$ cat src/rtl/rts_pkg.sv
package rts_pkg;

   typedef enum logic [2:0] {
      ST_PWR = 3'd0,
      ST_OST = 3'd1,
      ST_PLL = 3'd2,
      ST_RUN = 3'd3,
      ST_LOW = 3'd4
   } seq_state_e;

   localparam logic [2:0] MODE_HSPLL = 3'd6;

   // crystal sources need the start-up count
   function automatic logic is_xtal(input logic [2:0] m);
      return (m == 3'd0) || (m == 3'd1) || (m == 3'd2) || (m == MODE_HSPLL);
   endfunction

   function automatic logic is_pll(input logic [2:0] m);
      return m == MODE_HSPLL;
   endfunction

endpackage

$ cat src/rtl/rts_sync.sv
module rts_sync #(
   parameter int   STAGES  = 2,
   parameter logic RST_VAL = 1'b0
) (
   input  logic clk,
   input  logic arst,
   input  logic d,
   output logic q
);
   logic [STAGES-1:0] pipe_q;

   generate
      if (STAGES < 2) begin : g_bad_stages
         $error("rts_sync: STAGES must be at least 2");
      end
   endgenerate

   always_ff @(posedge clk or posedge arst) begin
      if (arst) pipe_q <= {STAGES{RST_VAL}};
      else      pipe_q <= {pipe_q[STAGES-2:0], d};
   end

   assign q = pipe_q[STAGES-1];
endmodule

$ cat src/rtl/rts_delay.sv
module rts_delay #(
   parameter int LEN = 16
) (
   input  logic clk,
   input  logic arst,
   input  logic run,
   input  logic step,
   output logic done
);
   localparam int         W    = $clog2(LEN + 1);
   localparam logic [W-1:0] LAST = W'(LEN);

   logic [W-1:0] cnt_q;

   generate
      if (LEN < 1) begin : g_bad_len
         $error("rts_delay: LEN must be at least 1");
      end
   endgenerate

   // clears whenever the owning stage is not active, saturates at LEN
   always_ff @(posedge clk or posedge arst) begin
      if (arst)                        cnt_q <= '0;
      else if (!run)                   cnt_q <= '0;
      else if (step && cnt_q != LAST)  cnt_q <= cnt_q + 1'b1;
   end

   assign done = run && (cnt_q == LAST);
endmodule

$ cat src/rtl/rts_brownout.sv
module rts_brownout #(
   parameter int SYNC_STAGES   = 2,
   parameter int BOR_MIN_TICKS = 4
) (
   input  logic clk,
   input  logic arst,
   input  logic vdd_low,
   input  logic bor_en,
   input  logic tick,
   output logic low_s,
   output logic trip
);
   logic qual_run;

   rts_sync #(.STAGES(SYNC_STAGES), .RST_VAL(1'b0)) i_low_sync (
      .clk (clk),
      .arst(arst),
      .d   (vdd_low),
      .q   (low_s)
   );

   assign qual_run = low_s && bor_en;

   // a dip must last BOR_MIN_TICKS tick edges to trip
   rts_delay #(.LEN(BOR_MIN_TICKS)) i_filter (
      .clk (clk),
      .arst(arst),
      .run (qual_run),
      .step(tick),
      .done(trip)
   );
endmodule

$ cat src/rtl/rst_timeout_seq.sv
module rst_timeout_seq
   import rts_pkg::*;
#(
   parameter int SYNC_STAGES   = 2,
   parameter int PWRT_TICKS    = 2304,
   parameter int OST_CYCLES    = 1024,
   parameter int PLL_CYCLES    = 20000,
   parameter int BOR_MIN_TICKS = 4
) (
   input  logic       clk,
   input  logic       por_pulse,
   input  logic       rc_tick,
   input  logic       vdd_low,
   input  logic       ext_rst_n,
   input  logic       wake,
   input  logic [2:0] osc_mode,
   input  logic       pwrt_en,
   input  logic       bor_en,
   output logic       chip_rst
);
   seq_state_e state_q, state_d;
   logic       need_ost_q, need_ost_d;
   logic       rc_s, rc_d_q, tick;
   logic       low_s, bor_trip;
   logic       arst_ext, ext_ok;
   logic       pwr_done, ost_done, pll_done;
   logic       chip_rst_q;

   generate
      if (PWRT_TICKS < 1 || OST_CYCLES < 1 || BOR_MIN_TICKS < 1) begin : g_bad_len
         $error("rst_timeout_seq: delay lengths must be positive");
      end
   endgenerate

   // slow RC tick brought into the oscillator domain as a one-cycle enable
   rts_sync #(.STAGES(SYNC_STAGES), .RST_VAL(1'b0)) i_tick_sync (
      .clk (clk),
      .arst(por_pulse),
      .d   (rc_tick),
      .q   (rc_s)
   );

   always_ff @(posedge clk or posedge por_pulse) begin
      if (por_pulse) rc_d_q <= 1'b0;
      else           rc_d_q <= rc_s;
   end

   assign tick = rc_s && !rc_d_q;

   rts_brownout #(.SYNC_STAGES(SYNC_STAGES), .BOR_MIN_TICKS(BOR_MIN_TICKS)) i_bor (
      .clk    (clk),
      .arst   (por_pulse),
      .vdd_low(vdd_low),
      .bor_en (bor_en),
      .tick   (tick),
      .low_s  (low_s),
      .trip   (bor_trip)
   );

   // external pin and power-on: asynchronous assert, synchronous release
   assign arst_ext = por_pulse || !ext_rst_n;

   rts_sync #(.STAGES(SYNC_STAGES), .RST_VAL(1'b0)) i_ext_sync (
      .clk (clk),
      .arst(arst_ext),
      .d   (1'b1),
      .q   (ext_ok)
   );

   rts_delay #(.LEN(PWRT_TICKS)) i_pwr_cnt (
      .clk (clk),
      .arst(por_pulse),
      .run (state_q == ST_PWR),
      .step(tick),
      .done(pwr_done)
   );

   rts_delay #(.LEN(OST_CYCLES)) i_ost_cnt (
      .clk (clk),
      .arst(por_pulse),
      .run (state_q == ST_OST),
      .step(1'b1),
      .done(ost_done)
   );

   generate
      if (PLL_CYCLES > 0) begin : g_pll_cnt
         rts_delay #(.LEN(PLL_CYCLES)) i_pll_cnt (
            .clk (clk),
            .arst(por_pulse),
            .run (state_q == ST_PLL),
            .step(1'b1),
            .done(pll_done)
         );
      end else begin : g_no_pll_cnt
         assign pll_done = 1'b1;
      end
   endgenerate

   always_comb begin
      state_d    = state_q;
      need_ost_d = need_ost_q;
      if (bor_trip && state_q != ST_LOW) begin
         state_d    = ST_LOW;
         need_ost_d = 1'b0;
      end else begin
         unique case (state_q)
            ST_LOW: if (!(low_s && bor_en)) state_d = ST_PWR;
            ST_PWR: if (!pwrt_en || pwr_done)
                       state_d = (need_ost_q && is_xtal(osc_mode)) ? ST_OST : ST_RUN;
            ST_OST: if (ost_done) state_d = is_pll(osc_mode) ? ST_PLL : ST_RUN;
            ST_PLL: if (pll_done) state_d = ST_RUN;
            ST_RUN: if (wake && is_xtal(osc_mode)) state_d = ST_OST;
            default: state_d = ST_LOW;
         endcase
      end
   end

   always_ff @(posedge clk or posedge por_pulse) begin
      if (por_pulse) begin
         state_q    <= ST_PWR;
         need_ost_q <= 1'b1;
      end else begin
         state_q    <= state_d;
         need_ost_q <= need_ost_d;
      end
   end

   always_ff @(posedge clk or posedge arst_ext) begin
      if (arst_ext) chip_rst_q <= 1'b1;
      else          chip_rst_q <= (state_q != ST_RUN) || !ext_ok;
   end

   assign chip_rst = chip_rst_q;
endmodule

$ cat config.mk
export PLATFORM = sky130hd
export DESIGN_NAME = rst_timeout_seq
export DESIGN_NICKNAME = d
export VERILOG_FILES = /design/src/rtl/rts_pkg.sv /design/src/rtl/rts_sync.sv /design/src/rtl/rts_delay.sv /design/src/rtl/rts_brownout.sv /design/src/rtl/rst_timeout_seq.sv
export SDC_FILE = /design/constraint.sdc
export NUM_CORES = 1
export LEC_CHECK = 0
export BUFFER_PORTS_ARGS = -buffer_cell sky130_fd_sc_hd__buf_2
export CORE_MARGIN = 2
export CORE_UTILIZATION = 65
export DETAILED_ROUTE_END_ITERATION = 7
export PLACE_DENSITY = 0.95
export SYNTH_ARGS = -nofsm -noshare
export SYNTH_HDL_FRONTEND = slang
export SYNTH_SLANG_ARGS = --single-unit
$ cat constraint.sdc
create_clock -name clk -period 5.4 [get_ports clk]
set_input_delay 0.27 -clock clk [delete_from_list [all_inputs] [get_ports clk]]
set_output_delay 0.27 -clock clk [all_outputs]
set_load 0.005 [all_outputs]
Word level (Yosys, flattened, before mapping)
Index checks and enable logic that the tools add are counted.
{ "word_totals": {"ff_bits": 53, "wordCells": 82} }
{ "classes": {"add_sub_neg": 4, "n_eq_ne": 26, "muxes": 17, "n_reduce_logical": 24} }
{ "ops": {"columns": ["cell", "count"], "rows": [
  ["two-way mux 15 bit", 2],
  ["two-way mux 12 bit", 2],
  ["two-way mux 3 bit", 8],
  ["two-way mux 11 bit", 2],
  ["!= test 3 bit (second input constant)", 7],
  ["adder 15 x 1 -> 15 bit (second input constant)", 1],
  ["== test 15 bit (second input constant)", 1],
  ["!= test 15 bit (second input constant)", 1],
  ["case mux 3 bit (5 select lines)", 1],
  ["adder 12 x 1 -> 12 bit (second input constant)", 1],
  ["== test 12 bit (second input constant)", 1],
  ["!= test 12 bit (second input constant)", 1],
  ["adder 11 x 1 -> 11 bit (second input constant)", 1],
  ["== test 11 bit (second input constant)", 1],
  ["logical AND 1 bit", 11],
  ["!= test 11 bit (second input constant)", 1],
  ["== test 3 x 2 -> 1 bit (second input constant)", 3],
  ["== test 3 bit (second input constant)", 3],
  ["== test 3 x 1 -> 1 bit (second input constant)", 2],
  ["zero test 3 bit", 2],
  ["logical OR 1 bit", 6],
  ["!= test 2 bit (second input constant)", 3],
  ["AND reduction 5 bit", 1],
  ["zero test 1 bit", 4],
  ["5 further kinds", 5]
]} }

Logic depth before layout (Yosys ltp)
Gate-level depths: netlist of the first run.
{ "logic_depth": {"depth_word": 9, "mapped_depth": 7, "ltp_nobuf": 7} }

By module
From an unflattened synthesis of the first run, not the netlist that was laid out.
{ "unflattened": {"hier_cells": 302, "area_unflattened_um2": 2936.6} }
{ "modules_own_cells": {"columns": ["module", "n_inst", "cells_each", "area_per_inst_um2", "seq_area_each_um2"], "rows": [
  ["rts_delay (g_pll_cnt.i_pll_cnt)", 1, 87, 853.3, 375.4],
  ["rts_delay (i_pwr_cnt)", 1, 76, 711.9, 300.3],
  ["rts_delay (i_ost_cnt)", 1, 73, 649.4, 275.3],
  ["rst_timeout_seq", 1, 37, 360.3, 152.6],
  ["rts_delay (i_bor.i_filter)", 1, 19, 193.9, 75.1],
  ["rts_sync", 3, 3, 53.8, 50.0],
  ["rts_brownout", 1, 1, 6.3, 0.0]
]} }

Least setup slack after synthesis of the first run
No wires, ideal clock.
{ "synth_timing": {"path_type": "register to register", "startpoint": "reg i_ost_cnt.cnt_q[0]", "endpoint": "reg state_q[0]", "arrival_ns": 1.806, "path_slack_ns": 3.469, "stages_incl_launch_ff": 8, "n_path_buf": 0, "synth_period_minus_slack_ns": 1.931, "cell_sequence": "dfrtp_1 inv_1 ha_1 nor4b_1 nand4b_1 a222oi_1 a21o_1 mux2_4"} }
{ "synth_between": {"elab_chain_cells": 4} }
{ "synth_lines": {"columns": ["element", "line", "text"], "rows": [
  ["from (decl)", "rts_delay.sv:13", "logic [W-1:0] cnt_q;"],
  ["from (signal assigned)", "rts_delay.sv:25", "else if (step && cnt_q != LAST) cnt_q <= cnt_q + 1'b1;"],
  ["== test 11 bit", "rts_delay.sv:28", "assign done = run && (cnt_q == LAST);"],
  ["logical AND 1 bit", "rts_delay.sv:28", null],
  ["!= test 3 bit (no line)", null, null],
  ["AND reduction 5 bit (no line)", null, null],
  ["to (signal assigned)", "rst_timeout_seq.sv:124", "state_q <= state_d;"],
  ["to (decl)", "rst_timeout_seq.sv:21", "seq_state_e state_q, state_d;"]
]} }
No other way between the ends.
A chain may end at the register's enable or synchronous reset.

Worst setup path after layout of the first run
Same ends and word-level chain as after synthesis.

==> results by group, run 1 <==
Critical path
  – Worst R2R Setup Slack: 3.26 ns
  – Slowest cell on crit path: dfrtp_1
  – Worst Path Max Fanout: 5
  – Worst r2r src: i_ost_cnt.cnt_q[0]
  – Crit end category: register
  – Largest stage delay, worst path: 0.43 ns
  – Cell-by-cell listing of the critical path: inv_1 > ha_1 > nor4b_1 > nand4b_1 > a222oi_1 > a21o_1 > mux2_4
  – Family with the most delay on the worst path: compound AO/OA/AOI/OAI gates
  – Critical path launch point type: register
  – Critical path class: register to register
  – Reg-to-reg endpoint: state_q[0]
  – Worst path required time: 5.60 ns
  – R2r worst-path depth: 7
  – CP arrival: 2.34 ns
  – CP bufs+invs: 1

Clocking
  – Clock root buffer: clkbuf_8
  – Clock transition at path regs: 0.09 ns
  – CTS tree: yes
  – Worst-skew pair later-pin latency: 0.31 ns
  – Clk sink count: 53
  – H-tree depth: 2
  – CTS Buf Count: 5
  – Clk buf depth: 2

Layout
  – Final instance area: 2800 sq um
  – Filler instances: 261
  – Layout area overhead: 7.70%
  – Ant diodes: 0
  – Layout cell share with drive strength beyond 1: 0.0971
  – Nets: 296

STA
  – Fin crit period: 2.14 ns
  – Clock Skews: 0.00841 ns
  – Max_slew headroom: 0.348
  – Final Max Slew Viols: 0
  – Fmax: 468 MHz
  – Final Hold Viols: 0
  – Hold slack final: 0.0695 ns
  – Least-Margin Pin Slew: 0.977 ns
  – RSZ-0062 raised after global routing: false
  – Part of the cycle the worst path needs: 0.396
  – Setup violators final: 0
  – Fin Setup TNS: 0 ns

Flow run
  – Max Cap Viol: 0

Hold path
  – Hold endpoint: i_tick_sync.pipe_q[0]
  – HP Class: input port to register
  – Hold Startpoint: rc_tick
  – Hold path cells: 1

Global route
  – Vias in the first global route: 1924
  – Total gr overflow: 0
  – Initial antenna violation count: 0
  – Largest net degree at the start of global routing: 51
  – First-pass GRT wire length: 8080 um
  – All-layer global routing usage: 0.241

Place
  – GP Congestion: 0.831
  – Area after DPL: 2700 sq um
  – HPWL Detailed: 3190 um
  – Port Buffers: 11

Floorplan
  – Die height: 67.3 um
  – Core area: 3740 sq um
  – Die Wd: 67.3 um
  – Cell Rows: 22
  – Starting density of the core: 0.695
  – IO Pins: 12
  – Die area: 4520 sq um

Detailed routing
  – Initial drt markers: 180
  – Drt wl/cell: 14.2 um
  – Total Wirelength: 4630 um
  – Via Count: 1928
  – Remaining antenna violation count after routing: 0
  – First-pass detailed-route iteration total: 5
  – Vias per std cell: 5.91
  – DRC: 0

Power
  – Switch share: 0.289
  – P_leak: 0.00117 uW
  – Sequential Power Share: 0.551
  – PD cells: 288 nW/um^2
  – P_int: 574 uW
  – Worst VDD drop: 229 uV
  – Psw: 233 uW
  – Gate power share: 0.184
  – Clock network fraction of design power: 0.265

Synthesis
  – Synthesized instance count: 262
  – Largest cells by area after synthesis: dfrtp_1 (49%), nor2_1 (6.1%), xor2_1 (5.7%), xnor2_1 (4.4%), ha_1 (3.8%)
  – Post-synthesis cell type count: 40
  – Syn Area/Cell: 9.93 sq um
  – Largest area contributor in the netlist: dfrtp_1
  – Mapped Area: 2600 sq um
  – Syn nets: 281
  – Register bit total from synthesis: 53
  – Post-synthesis sequential area ratio: 0.511
  – Post-synth top area share: 0.491
  – Synth warn: 0

Run status
  – Run status: complete, no violations
worst register-to-register path, cell delays in order (launching register included):
cell	delay (ns)
dfrtp_1	0.43
inv_1	0.09
ha_1	0.14
nor4b_1	0.22
nand4b_1	0.27
a222oi_1	0.36
a21o_1	0.22
mux2_4	0.30
metrics by stage:
stage	std cells	power [uW]	utilization	setup slack, ns
floorplan	262	566	-	3.47
global placement	316	591	0.721	3.39
detailed placement	316	599	0.721	3.29
CTS	326	815	0.748	3.27
global route	326	851	0.748	2.99
finish	326	808	0.748	3.26
power by group through the flow:
stage	combinational, uW	clock, uW	sequential, uW
after global routing	166	237	449
after detailed placement	147	0	453
final	148	214	445
after CTS	149	222	445
after floorplan	118	0	447
after global placement	140	0	451
placed cells by master (no fill, tap or decap), types with 2 or more instances in the layout:
cell           count
clkbuf_1           2
nor2b_1            3
nand2_1           19
nor4b_1            4
dfstp_2            2
xor2_1            17
a21oi_1           11
a21o_1             2
ha_1               8
a211oi_1           2
and3_1             4
clkbuf_8           5
and2_1             3
nand4_1            9
o21ai_0            5
or3_1              4
dfrtp_1           51
buf_2             11
inv_1             14
nor3b_1            2
nand3_1           14
xnor2_1           13
and4_1             3
nor3_1             5
nor4bb_1           3
dlygate4sd3_1      2
nor2_1            42
cell type report:
| cell class | instances | area, sq um | share of cell area |
|---|---|---|---|
| Multi-Input combinational cell | 189 | 1200 | 0.427 |
| Timing Repair Buffer | 13 | 75.1 | 0.0268 |
| Clock inverter | 1 | 7.51 | 0.00268 |
| Sequential cell | 53 | 1330 | 0.474 |
| Clock buffer | 7 | 76.3 | 0.0272 |
| Inverter | 15 | 56.3 | 0.0201 |
| Tap cell | 48 | 60.1 | 0.0214 |
what timing repair did:
| action | in CTS | in global routing |
|---|---|---|
| resized for setup | 0 | 0 |
| hold endpoints to repair | 2 | 0 |
| hold buffers | 2 | 0 |
| setup endpoints to repair | 0 | 0 |
| buffers inserted | 0 | 0 |
metal layers:
layer	global-route usage	share of wire
met5	0	0
met1	0.289	0.44
met3	0.0733	0.042
met2	0.400	0.50
met4	0.112	0.022
synthesized netlist by cell type:
master and count:
or2_2 1, mux2_4 1, xor2_1 17, nor2_1 42, or3_4 1, a211oi_1 2, xnor2_1 13, nor4_1 1
a311oi_1 1, nand4_1 9, nor3b_1 2, dfstp_2 2, a311oi_2 1, o21ai_0 5, or2b_1 1, nand3_1 14
or3b_2 1, a21oi_1 11, ha_1 8, and4_1 3, nor3_1 5, conb_1 1, and2_1 3, nor2b_1 3
a21o_1 2, clkbuf_1 5, inv_1 15, nor4_2 1, a31oi_1 1, nand4b_1 1, mux2_2 1, dfrtp_1 51
mux2i_1 1, a222oi_1 1, and3_1 4, or3_1 4, nor4bb_1 3, o31a_1 1, nor4b_1 4, nand2_1 19
cells by family (layout without fill, tap and decap cells):
family	count (synthesis)	after routing	synth area share
simple gates	122	122	0.244
flops	53	53	0.511
xor+xnor	30	30	0.101
compound gates	25	25	0.0611
buf+inv	20	36	0.0289
fa+ha+maj	8	8	0.0385
mux	3	3	0.0139
other cells	1	1	0.00144
state kept, by name (all words and copies together), names as in the netlist:
register,cells
i_ext_sync.pipe_q,2
state_q,3
i_pwr_cnt.cnt_q,12
i_bor.i_filter.cnt_q,3
rc_d_q,1
i_ost_cnt.cnt_q,11
i_tick_sync.pipe_q,2
need_ost_q,1
g_pll_cnt.i_pll_cnt.cnt_q,15
i_bor.i_low_sync.pipe_q,2
chip_rst,1
how the worst max path moves through the flow:
stage / from / to / slack [ns] / cells after the start
6_report: i_ost_cnt.cnt_q[0] / state_q[0] / 3.26 / 7
5_1_grt: i_ost_cnt.cnt_q[0] / state_q[0] / 2.99 / 7
4_1_cts: i_ost_cnt.cnt_q[0] / state_q[0] / 3.27 / 7
3_5_place_dp: i_ost_cnt.cnt_q[0] / state_q[0] / 3.29 / 7
3_3_place_gp: i_ost_cnt.cnt_q[0] / state_q[0] / 3.39 / 7
2_1_floorplan: i_ost_cnt.cnt_q[0] / state_q[0] / 3.47 / 7
Power figures use the tool's default switching activity.
==> run 2, diff against run 1 <==
Settings changed: CORE_UTILIZATION 65 to 55, PLACE_DENSITY 0.95 to 0.86.
Clock period 5.4 ns to 1.9 ns, I/O delays scaled along.
==> run 2 against run 1 <==
Net effect: the run now ends with negative setup slack left; cell count grew 11%; clock power grew to 3.1 times the previous value; setup slack lost 3.4 ns; largest power group unchanged; sequential share of layout area shrank 4.6 points; global-route usage shrank 1.6 points; cell area grew 11%; critical path type unchanged; sequential power grew to 2.8 times the previous value; utilization shrank 7.9 points; register-to-register slack lost 3.4 ns; sequential cell count is the same; maximum frequency grew 7.5%; total power grew to 3.2 times the previous value.
==> results by group, run 2 (synthesized netlist as in run 1, its figures left out) <==
Run status
  – Run status: finished, violations left
  – Violated checks: negative setup slack

Clocking
  – Worst-skew pair later-pin latency: 0.31 ns
  – Clk sink count: 53
  – CTS tree: yes
  – Clock transition at path regs: 0.10 ns
  – Clock root buffer: clkbuf_8
  – H-tree depth: 2
  – CTS Buf Count: 5
  – Clk buf depth: 2

Layout
  – Multi-input logic area: 1230 sq um
  – Nets: 327
  – Top reg by flops: g_pll_cnt.i_pll_cnt.cnt_q
  – Filler instances: 329
  – Layout area overhead: 19.2%
  – Max reg flops: 15
  – Commonest non-fill, non-tap cell in the layout: dfrtp_1
  – Layout cell share with drive strength beyond 1: 0.201
  – Final Util: 0.670
  – Ant diodes: 0
  – Storage cell area: 1330 sq um
  – Most frequent cells in the layout: dfrtp_1 (51), nor2_1 (42), buf_4 (27)
  – Top flop regs: g_pll_cnt.i_pll_cnt.cnt_q x15, i_pwr_cnt.cnt_q x12, i_ost_cnt.cnt_q x11

Power
  – Psw: 774 uW
  – PD cells: 846 nW/um^2
  – Sequential Power Share: 0.470
  – Worst VDD drop: 596 uV
  – Gate power share: 0.275
  – P_leak: 0.00135 uW
  – Final Power: 2620 uW
  – P_int: 1850 uW
  – Switch share: 0.295
  – Clock network fraction of design power: 0.255

STA
  – Clock Skews: 0.0135 ns
  – Final Max Slew Viols: 0
  – Part of the cycle the worst path needs: 1.05
  – Fin crit period: 1.99 ns
  – Final Hold Viols: 0
  – RSZ-0062 raised after global routing: true
  – Setup violators final: 2
  – Final setup margin: -0.0884 ns
  – Fin Setup TNS: -0.146 ns
  – Fmax: 503 MHz

Global route
  – First-pass GRT wire length: 9100 um
  – All-layer global routing usage: 0.226
  – Total gr overflow: 0
  – Vias in the first global route: 2044
  – Largest net degree at the start of global routing: 21
  – Initial antenna violation count: 0

Hold path
  – Hold path cells: 3
  – HP Class: input port to register
  – Hold Startpoint: bor_en
  – Hold endpoint: i_bor.i_filter.cnt_q[0]

Critical path
  – Worst r2r src: i_ost_cnt.cnt_q[0]
  – Reg-to-reg endpoint: state_q[0]
  – Family with the most delay on the worst path: compound AO/OA/AOI/OAI gates
  – CP arrival: 2.19 ns
  – Critical path class: register to register
  – Cell-by-cell listing of the critical path: inv_2 > ha_4 > nor4b_4 > nand4b_1 > a222oi_1 > a21o_1 > mux2_4
  – R2r worst-path depth: 7
  – Largest stage delay, worst path: 0.41 ns
  – Worst R2R Setup Slack: -0.09 ns
  – Worst Path Max Fanout: 2
  – CP bufs+invs: 1
  – Worst path required time: 2.11 ns
  – Slowest cell on crit path: dfrtp_1
  – Critical path launch point type: register
  – Crit end category: register

Floorplan
  – Die height: 72.8 um
  – Core area: 4630 sq um
  – Cell Rows: 25
  – IO Pins: 12
  – Die Wd: 72.8 um
  – Die area: 5300 sq um
  – Starting density of the core: 0.562

Detailed routing
  – Drt wl/cell: 14.9 um
  – Initial drt markers: 177
  – Total Wirelength: 5390 um
  – Remaining antenna violation count after routing: 0
  – First-pass detailed-route iteration total: 4
  – Via Count: 2021
  – Vias per std cell: 5.57
  – DRC: 0

Place
  – GP Congestion: 0.832
  – Port Buffers: 11
  – HPWL Detailed: 3630 um

Flow run
  – Max Cap Viol: 0
-- run 2: changes by cell type in the layout (fill, tap and decap cells not counted), sizes merged --
cell and delta:
inv +1, dlygate4sd3 +3, buf +28, clkbuf -1
-- run 2: area by class of cell --
cell class              count  area share
well taps                  54      0.0218
flip-flops and latches     53       0.429
clock buffers               6      0.0266
multi-input cells         189       0.397
clock inverters             2     0.00525
repair buffers             44       0.103
inverters                  15      0.0182
-- run 2: metrics by stage --
| step | instance area (sq um) | setup WS [ns] | std cells | hold WS, ns |
|---|---|---|---|---|
| after floorplan | 2610 | 0.000650 | 262 | -0.0753 |
| after global placement | 2900 | 0.0658 | 347 | 0.0473 |
| after detailed placement | 2900 | -0.0415 | 347 | 0.0602 |
| after CTS | 3080 | -0.0290 | 362 | 0.129 |
| after global routing | 3100 | -0.192 | 363 | 0.184 |
| final | 3100 | -0.0884 | 363 | 0.144 |
-- run 2: worst min-delay path: cells and delay by family --
family	cells	cell delay (ns)
buf+inv	1	0.10
simple gates	2	0.22
-- run 2: worst max path at each step --
stage                                  start         end  slack (ns)  depth (start not counted)
after detailed placement  i_ost_cnt.cnt_q[0]  state_q[0]       -0.04                          7
after global routing      i_ost_cnt.cnt_q[0]  state_q[0]       -0.19                          7
after CTS                 i_ost_cnt.cnt_q[0]  state_q[0]       -0.03                          7
final                     i_ost_cnt.cnt_q[0]  state_q[0]       -0.09                          7
after floorplan           i_ost_cnt.cnt_q[0]  state_q[0]      0.0007                          7
after global placement    i_ost_cnt.cnt_q[0]  state_q[0]        0.07                          7
-- run 2: routing by layer --
metal  track usage  vias to the layer above  share of wire  wire length (um)
met1         0.265                      985           0.41              2200
li1              -                      983              -                 -
met5             0                        -              0                 0
met4        0.0905                        0          0.024               129
met3        0.0470                       16          0.029               156
met2         0.402                       37           0.54              2910
-- run 2: what timing repair did --
action                                  in CTS  in global routing
hold endpoints to repair                    22                  0
hold buffers                                 5                  0
pin swaps                                    3                  0
setup buffers                                2                  1
resized for setup                            5                  2
endpoints found under the setup margin       1                  2
-- run 2: power by group through the flow --
stage	logic (uW)	clock network [uW]	registers, uW
floorplan	340	0	1270
global placement	530	0	1250
detailed placement	561	0	1250
CTS	647	684	1230
global route	790	724	1240
finish	720	669	1230
==> run 3, diff against run 2 <==
Settings changed: CELL_PAD_IN_SITES_DETAIL_PLACEMENT set to 1, CELL_PAD_IN_SITES_GLOBAL_PLACEMENT set to 1, CORE_UTILIZATION 55 to 43, CTS_BUF_LIST set to sky130_fd_sc_hd__clkbuf_16, CTS_CLUSTER_SIZE set to 10.
==> run 3 against run 2 <==
Net effect: cell area grew 7.9%; critical path type unchanged; die area up 26%; non-clock buffer count up 7; sequential share of layout area is 3.1 points lower; setup slack got worse by 0.049 ns; clock power increased by 58%; via count grew 7.4%; sequential power barely moved; cell count is 7.7% higher; the run still ends with negative setup slack left; sequential cell count is the same; maximum frequency down 2.4%; highest routed layer unchanged.
==> results by group, run 3 (synthesized netlist as in run 1, its figures left out) <==
Global route
  – All-layer global routing usage: 0.238
  – Vias in the first global route: 2360
  – Total gr overflow: 0
  – Initial antenna violation count: 0
  – Largest net degree at the start of global routing: 30
  – First-pass GRT wire length: 11800 um

Floorplan
  – Die Wd: 81.8 um
  – Core area: 5890 sq um
  – IO Pins: 12
  – Starting density of the core: 0.442
  – Die height: 81.8 um
  – Cell Rows: 28
  – Die area: 6690 sq um

STA
  – Max_slew headroom: 0.658
  – Part of the cycle the worst path needs: 1.07
  – RSZ-0062 raised after global routing: true
  – Hold slack final: 0.151 ns
  – Final setup margin: -0.137 ns
  – Fmax: 491 MHz
  – Final Max Slew Viols: 0
  – Final Hold Viols: 0
  – Least-Margin Pin Slew: 0.512 ns
  – Fin crit period: 2.04 ns
  – Setup violators final: 2
  – Clock Skews: 0.00992 ns

Detailed routing
  – Remaining antenna violation count after routing: 0
  – Drt wl/cell: 19.8 um
  – Via Count: 2171
  – DRC: 0
  – First-pass detailed-route iteration total: 4
  – Total Wirelength: 7740 um
  – Vias per std cell: 5.55
  – Initial drt markers: 99

Power
  – Final Power: 3130 uW
  – P_leak: 0.00145 uW
  – Worst VDD drop: 502 uV
  – PD cells: 935 nW/um^2

Clocking
  – Clk sink count: 53
  – CTS tree: yes
  – CTS Buf Count: 5
  – Worst-skew pair later-pin latency: 0.30 ns
  – Clock transition at path regs: 0.08 ns
  – Clk buf depth: 2
  – H-tree depth: 2
  – Clock root buffer: clkbuf_16

Run status
  – Run status: finished, violations left
  – Violated checks: negative setup slack

Layout
  – Layout area overhead: 28.6%
  – Nets: 334
  – Commonest non-fill, non-tap cell in the layout: dfrtp_1
  – Most frequent cells in the layout: dfrtp_1 (51), nor2_1 (41), buf_4 (34)
  – Top reg by flops: g_pll_cnt.i_pll_cnt.cnt_q
  – Ant diodes: 0
  – Top flop regs: g_pll_cnt.i_pll_cnt.cnt_q x15, i_pwr_cnt.cnt_q x12, i_ost_cnt.cnt_q x11
  – Non-filler instance count after layout: 391
  – Layout cell share with drive strength beyond 1: 0.253
  – Final Util: 0.568
  – Max reg flops: 15

Critical path
  – CP arrival: 2.22 ns
  – Crit end category: register
  – Worst Path Max Fanout: 2
  – Worst path required time: 2.08 ns
  – R2r worst-path depth: 7
  – Critical path class: register to register
  – Critical path launch point type: register

Place
  – # placed instances: 371
  – GP Congestion: 0.841
  – Port Buffers: 11
  – HPWL Detailed: 4370 um

Hold path
  – HP Class: input port to register
  – Hold path cells: 3

Flow run
  – Max Cap Viol: 0
[run 3: cell count changes in the layout (fill, tap and decap cells not counted), sizes merged]
cell	delta
buf	+7
bufinv	+1
clkbuf	-1
clkinv	+1
clkinvlp	-1
[run 3: report_power, final]
part / switching (uW) / total [uW] / leakage [uW] / internal [uW]
sequential: 48.9 / 1250 / 0.000709 / 1200
clock: 430 / 1060 / 0.0000859 / 633
combinational: 441 / 818 / 0.000652 / 377
[run 3: what timing repair did]
item	4_1_cts	5_1_grt
setup buffers	6	3
gates cloned	0	0
resized for setup	5	16
endpoints found under the hold margin	26	0
setup endpoints to repair	1	11
pin swaps	5	10
hold buffers	5	0
[run 3: metal layers]
layer  share of wire  global-route usage  routed length, um
met1            0.37               0.264               2880
met2            0.57               0.463               4440
met3           0.025              0.0407                197
met4           0.029              0.0633                222
met5               0                   0                  0
[run 3: worst paths after layout]
kind                                       start                       to  slack, ns
min reg2reg                i_tick_sync.pipe_q[0]    i_tick_sync.pipe_q[1]       0.36
min                                       bor_en  i_bor.i_filter.cnt_q[1]       0.15
min in group asynchronous              por_pulse       i_ost_cnt.cnt_q[1]       0.43
max reg2reg                   i_ost_cnt.cnt_q[0]               state_q[0]      -0.14
max                           i_ost_cnt.cnt_q[0]               state_q[0]      -0.14
max in group asynchronous              ext_rst_n     i_ext_sync.pipe_q[0]       0.78
[run 3: layout make-up]
cell class	count	area, sq um
clock inverters	3	50.0
clock buffers	5	125
well taps	75	93.8
fillers	661	2540
repair buffers	51	380
flip-flops and latches	53	1330
inverters	15	56.3
multi-input cells	189	1310
[run 3: metrics by stage]
step / setup WS (ns) / area (sq um) / setup TNS [ns]
after floorplan: 0.000650 / 2610 / 0
final: -0.137 / 3340 / -0.160
after global routing: -0.207 / 3340 / -0.406
after global placement: 0.0517 / 2960 / 0
after detailed placement: -0.0660 / 2960 / -0.0660
after CTS: -0.0105 / 3260 / -0.0105
[run 3: worst max-delay path, cell delays in order, from the launching register on]
cell and delay (ns):
dfrtp_1 0.41, inv_2 0.09, ha_4 0.13, nor4b_4 0.20
nand4b_1 0.20, a222oi_1 0.38, a21o_1 0.22, mux2_4 0.31
